[src/rtl/nda_win_pkg.sv]
package nda_win_pkg;

  typedef enum logic [1:0] {
    CLS_ASYNC = 2'b00,
    CLS_A     = 2'b01,
    CLS_B     = 2'b10,
    CLS_C     = 2'b11
  } reg_class_e;

  localparam int NUM_SYNC = 3;

  // Whole bit-clock cycles that fit in a time limit given in nanoseconds.
  function automatic int ns_to_cycles(longint limit_ns, longint clk_khz);
    longint prod;
    prod = limit_ns * clk_khz;
    return int'(prod / 64'd1000000);
  endfunction

  function automatic int max3(int a, int b, int c);
    int m;
    m = a;
    if (b > m) m = b;
    if (c > m) m = c;
    return m;
  endfunction

  // Number of bits needed to hold the value v.
  function automatic int bits_for(int v);
    int w;
    w = 1;
    while ((1 << w) <= v) w++;
    return w;
  endfunction

endpackage

[src/rtl/nda_frame_timer.sv]
module nda_frame_timer #(
  parameter int CNT_W     = 8,
  parameter int CNT_LIMIT = 255
) (
  input  logic             clk,
  input  logic             rst_n,
  input  logic             frame_pulse,
  output logic             frame_strobe,
  output logic [CNT_W-1:0] frame_cnt
);

  localparam logic [CNT_W-1:0] LIMIT = CNT_W'(CNT_LIMIT);

  logic fp_q;
  logic fp_rise;

  assign fp_rise = frame_pulse & ~fp_q;

  always_ff @(posedge clk or negedge rst_n) begin
    if (!rst_n) begin
      fp_q         <= 1'b0;
      frame_strobe <= 1'b0;
      frame_cnt    <= LIMIT;
    end else begin
      fp_q         <= frame_pulse;
      frame_strobe <= fp_rise;
      if (fp_rise)
        frame_cnt <= '0;
      else if (frame_cnt != LIMIT)
        frame_cnt <= frame_cnt + CNT_W'(1);
    end
  end

endmodule

[src/rtl/nda_window_decode.sv]
module nda_window_decode #(
  parameter int                       CNT_W = 8,
  parameter int                       NUM   = 3,
  parameter logic [NUM*CNT_W-1:0]     LENS  = '0
) (
  input  logic [CNT_W-1:0] frame_cnt,
  output logic [NUM-1:0]   win_open
);

  for (genvar k = 0; k < NUM; k++) begin : g_win
    localparam logic [CNT_W-1:0] LEN_K = LENS[k*CNT_W +: CNT_W];
    assign win_open[k] = (frame_cnt < LEN_K);
  end

endmodule

[src/rtl/nda_access_gate.sv]
module nda_access_gate
  import nda_win_pkg::*;
(
  input  logic                clk,
  input  logic                rst_n,
  input  logic                req_valid,
  input  logic [1:0]          req_class,
  input  logic                viol_rd,
  input  logic [NUM_SYNC-1:0] win_open,
  output logic                in_window,
  output logic                grant,
  output logic                reject,
  output logic                viol_flag
);

  reg_class_e cls;
  logic       bad_req;

  assign cls = reg_class_e'(req_class);

  always_comb begin
    case (cls)
      CLS_A:   in_window = win_open[0];
      CLS_B:   in_window = win_open[1];
      CLS_C:   in_window = win_open[2];
      default: in_window = 1'b1;
    endcase
  end

  assign bad_req = req_valid & ~in_window;

  always_ff @(posedge clk or negedge rst_n) begin
    if (!rst_n) begin
      grant     <= 1'b0;
      reject    <= 1'b0;
      viol_flag <= 1'b0;
    end else begin
      grant  <= req_valid & in_window;
      reject <= bad_req;
      if (bad_req)
        viol_flag <= 1'b1;
      else if (viol_rd)
        viol_flag <= 1'b0;
    end
  end

endmodule

[src/rtl/nda_access_window.sv]
module nda_access_window
  import nda_win_pkg::*;
#(
  parameter int CLK_KHZ  = 2048,
  parameter int WIN_A_NS = 124750,
  parameter int WIN_B_NS = 109300,
  parameter int WIN_C_NS = 62500
) (
  input  logic                clk,
  input  logic                rst_n,
  input  logic                frame_pulse,
  input  logic                irq_en,
  input  logic                req_valid,
  input  logic [1:0]          req_class,
  input  logic                viol_rd,
  output logic                nda_irq,
  output logic [NUM_SYNC-1:0] win_open,
  output logic                grant,
  output logic                reject,
  output logic                viol_flag
);

  localparam int LEN_A   = ns_to_cycles(WIN_A_NS, CLK_KHZ);
  localparam int LEN_B   = ns_to_cycles(WIN_B_NS, CLK_KHZ);
  localparam int LEN_C   = ns_to_cycles(WIN_C_NS, CLK_KHZ);
  localparam int LEN_MAX = max3(LEN_A, LEN_B, LEN_C);
  localparam int CNT_W   = bits_for(LEN_MAX);
  localparam logic [NUM_SYNC*CNT_W-1:0] LENS =
    {CNT_W'(LEN_C), CNT_W'(LEN_B), CNT_W'(LEN_A)};

  logic             frame_strobe;
  logic [CNT_W-1:0] frame_cnt;
  logic             in_window;

  nda_frame_timer #(
    .CNT_W     (CNT_W),
    .CNT_LIMIT (LEN_MAX)
  ) u_timer (
    .clk          (clk),
    .rst_n        (rst_n),
    .frame_pulse  (frame_pulse),
    .frame_strobe (frame_strobe),
    .frame_cnt    (frame_cnt)
  );

  nda_window_decode #(
    .CNT_W (CNT_W),
    .NUM   (NUM_SYNC),
    .LENS  (LENS)
  ) u_decode (
    .frame_cnt (frame_cnt),
    .win_open  (win_open)
  );

  nda_access_gate u_gate (
    .clk       (clk),
    .rst_n     (rst_n),
    .req_valid (req_valid),
    .req_class (req_class),
    .viol_rd   (viol_rd),
    .win_open  (win_open),
    .in_window (in_window),
    .grant     (grant),
    .reject    (reject),
    .viol_flag (viol_flag)
  );

  assign nda_irq = frame_strobe & irq_en;

endmodule

[config.mk]
export PLATFORM = sky130hd
export DESIGN_NAME = nda_access_window
export DESIGN_NICKNAME = d
export VERILOG_FILES = /design/src/rtl/nda_win_pkg.sv /design/src/rtl/nda_frame_timer.sv /design/src/rtl/nda_window_decode.sv /design/src/rtl/nda_access_gate.sv /design/src/rtl/nda_access_window.sv
export SDC_FILE = /design/constraint.sdc
export NUM_CORES = 1
export LEC_CHECK = 0
export BUFFER_PORTS_ARGS = -buffer_cell sky130_fd_sc_hd__buf_2
export CAP_MARGIN = 20
export CELL_PAD_IN_SITES_DETAIL_PLACEMENT = 2
export CELL_PAD_IN_SITES_GLOBAL_PLACEMENT = 2
export CORE_MARGIN = 5
export CORE_UTILIZATION = 31
export DETAILED_ROUTE_END_ITERATION = 8
export MAX_ROUTING_LAYER = met4
export PLACE_DENSITY = 0.74
export RECOVER_POWER = 100
export SETUP_SLACK_MARGIN = 0.2
export SLEW_MARGIN = 20
export SYNTH_ARGS = -nofsm -noshare
export SYNTH_HDL_FRONTEND = slang
export SYNTH_SLANG_ARGS = --single-unit
[constraint.sdc]
create_clock -name clk -period 1.7 [get_ports clk]
set_input_delay 0.34 -clock clk [delete_from_list [all_inputs] [get_ports clk]]
set_output_delay 0.34 -clock clk [all_outputs]
set_load 0.005 [all_outputs]
==> summary.txt <==
Global routing
  • Vias in the first global route: 751
  • Global-route wire length before repair: 3.63 mm
  • Largest net degree at the start of global routing: 14
  • Met1 demand-to-capacity share in global routing: 15.9%
  • Fraction of met2 tracks used by global routing: 27.1%
  • Top Usage Layer GRT: met2
  • Global route total overflow: 0
  • Total routing usage reported by global routing: 15.5%
  • Routing usage on met3: 3.44%
  • Initial antenna violation count: 0

Synth
  • #FFs+latches synth: 13
  • Synthesized netlist net count: 74
  • Seq/Total Area, Yosys: 50.0%
  • YS warnings: 0
  • Share of the synthesized area in the top cell type: 31.3%
  • Area fraction in compound gates after synthesis: 18.7%
  • Count of flip-flops with a built-in enable after synthesis: 0
  • Avg Inst Size Synth: 10.3 µm²
  • Cell with the most instances after synthesis: dfstp_2
  • Library cells used by synthesis: 29
  • Xor and xnor fraction of the mapped netlist area: 0%
  • Largest area contributor in the synthesized netlist: dfstp_2
  • Area contributors post-synth: dfstp_2 (31%), dfrtp_1 (19%), a21oi_1 (5.2%), and4_1 (3.9%), nor3_1 (3.7%)
  • Mapped Cells: 65
  • Share of synthesized cell area in full adder, half adder and majority cells: 1.87%
  • Commonest register cell after synthesis: dfstp_2
  • Multiplexer area fraction after synthesis: 1.49%
  • Simple-Gate Fraction of Synth Area: 22.8%
  • Dominant combinational cell family by area after synthesis: simple AND/OR/NAND/NOR gates
  • Proportion of synthesized flip-flops having asynchronous set or reset: 100%
  • Top post-synthesis cells by count: dfstp_2 (8), a21oi_1 (7), dfrtp_1 (5), nor3_1 (5)
  • Synthesized cell area: 671 µm²

Route
  • DRC errors left: 0
  • Wire length after detailed routing: 2.20 mm
  • Drt via density: 5.44
  • Number of violations reported at the end of detailed-routing iteration 0: 3
  • Pre-antenna DRT Iters: 4
  • Final antenna-violating net count: 0
  • WL per Instance: 18.3 µm
  • DR vias: 653

Run status
  • Violations in the final reports: setup timing
  • Run status: complete, but fails checks

Pwr
  • Reported net switching power: 0.279 mW
  • Sequential share of power: 48.9%
  • Clk network pwr share: 23.4%
  • Proportion of power drawn by combinational gates: 27.7%
  • Cell Int Power: 0.581 mW
  • P_leak: 0.385 nW
  • Power Density: 889 nW/µm²
  • Fraction of power spent switching nets: 32.4%
  • Max rail drop VDD: 549 µV
  • Overall power: 0.860 mW

Layout
  • Final design instance area without fill: 967 µm²
  • Utilization after layout: 48.3%
  • Post-layout net count: 103
  • Synthesis-to-finish area growth: 44.2%
  • Layout cells sized above 1: 52.7%
  • Number of filler cells placed in the layout: 217
  • Antenna diode instance count: 0

Flow run
  • Maxcap violations: 0

Floorplanning
  • Initial core utilization: 33.5%
  • Chip width: 56.5 µm
  • Core area: 2000 µm²
  • Row Count: 16
  • Die Outline Area: 3190 µm²
  • Number of ports placed on the die boundary: 15
  • Die height: 56.5 µm

CTS
  • Clock transition at the register clock pins on the worst setup and hold paths after CTS: 80 ps
  • Clock latency reported for the late side of the worst-skew pair: 280 ps
  • Buffer depth of the longest clock path: 2
  • CTS root buf: clkbuf_4
  • Number of clock sinks seen by CTS: 13
  • CTS tree: built
  • TritonCTS buffer count: 3
  • Max H-tree Level: 1

Setup path
  • Class of the most critical setup path: reg2out
  • Kind of cell adding the most delay to the critical path: flip-flops
  • Critical path capture point type: primary output
  • Critical path required time: 1360 ps
  • Cells along the critical path: ha_4 > and4_4 > o211ai_1 > buf_2
  • Worst path bufs/invs: 1
  • Critical-path maximum fanout: 3
  • Longest individual stage delay on the worst path: 570 ps
  • Cell with the biggest individual delay on the critical path: dfstp_2
  • Arrival time of the worst setup path: 1450 ps
  • Critical Path Start Type: flip-flop

Timing
  • Time the worst path needs with I/O delays and setup: 1790 ps
  • Transition time of the tightest slew-check pin: 718 ps
  • Fin. Hold Viols: 0
  • Highest attainable clock frequency: 558 MHz
  • Final number of max-transition violations: 0
  • RSZ-0062 raised after global routing: yes
  • Post-route setup slack: -92.0 ps
  • Fraction of the cycle the final worst path needs: 105%
  • Final setup violation count: 2
  • Final Skew: 1.79 ps
  • Rel. slew slack: 52.1%

Place
  • RePlAce Congestion: 0.755
  • Post-DP HPWL: 1.40 mm
  • Instance area at placement: 791 µm²
  • Number of port buffers: 14

Hold path
  • HP Class: in2reg
-- kinds of logic after synthesis --
kind of cell    Yosys count
simple gates             26
compound gates           17
flops                    13
buf+inv                   7
mux                       1
fa+ha+maj                 1
-- worst paths after layout --
| kind | to | cells past startpoint | from | slack, ps |
|---|---|---|---|---|
| setup / recovery | win_open[1] | 4 | u_timer.frame_cnt[0] | -90 |
| hold / removal | u_timer.fp_q | 1 | frame_pulse | 190 |
| setup reg to reg | u_timer.frame_cnt[1] | 7 | u_timer.frame_cnt[0] | 90 |
| hold reg to reg | u_gate.viol_flag | 1 | u_gate.viol_flag | 530 |
| max in group asynchronous | u_timer.frame_strobe | 2 | rst_n | 630 |
| min in group asynchronous | u_gate.viol_flag | 2 | rst_n | 620 |
-- cell usage in the layout, fill, tap and decap left out, types with 2 or more instances in the layout --
master,n
a21oi_1,5
a21oi_2,2
and2_1,2
and3_1,2
and4_1,2
buf_2,11
buf_4,7
buf_6,4
clkbuf_1,4
clkbuf_4,3
dfrtp_1,5
dfstp_2,8
inv_1,4
nand2_1,2
nand2b_1,2
nand3_1,3
nor3_1,2
nor3_2,2
-- state kept, by name (all words and copies together), names as in the netlist --
| signal | cells |
|---|---|
| u_timer.frame_cnt | 8 |
| u_gate.grant | 1 |
| u_gate.reject | 1 |
| u_gate.viol_flag | 1 |
| u_timer.fp_q | 1 |
| u_timer.frame_strobe | 1 |
-- timing repair --
item	4_1_cts	5_1_grt
buffers inserted	6	1
gates cloned	0	0
resized for setup	7	13
pin swaps	6	7
setup endpoints to repair	9	11
hold buffers	1	0
hold endpoints to repair	5	0
-- power groups by stage --
stage | combinational (mW) | clock, mW | sequential (mW)
after floorplan | 0.0706 | 0 | 0.415
after global placement | 0.138 | 0 | 0.413
after detailed placement | 0.143 | 0 | 0.418
after CTS | 0.205 | 0.201 | 0.417
after global routing | 0.268 | 0.224 | 0.429
final | 0.238 | 0.201 | 0.421
-- per-layer routing --
metal | routed length [µm] | vias to the layer above
li1 | - | 294
met1 | 909 | 331
met2 | 1140 | 19
met3 | 70 | 9
met4 | 75 | 0
met5 | 0 | -
-- cell type report --
cell class                      count  area (µm²)  area share [%]
Multi-Input combinational cell     45         379            39.2
Sequential cell                    13         335            34.7
Timing Repair Buffer               26         174            18.0
Tap cell                           27        33.8            3.49
Clock buffer                        4        26.3            2.72
Inverter                            5        18.8            1.94
-- stage by stage --
stage / hold slack [ps] / std cells / setup slack [ps] / TNS, ps
global placement: 248 / 108 / 110 / 0
finish: 187 / 120 / -92.0 / -170
CTS: 189 / 119 / -58.0 / -99.0
detailed placement: 247 / 108 / 72.5 / 0
global route: 174 / 120 / -140 / -276
floorplan: 44.4 / 65 / 212 / 0
(Power assumes the default switching activity.)
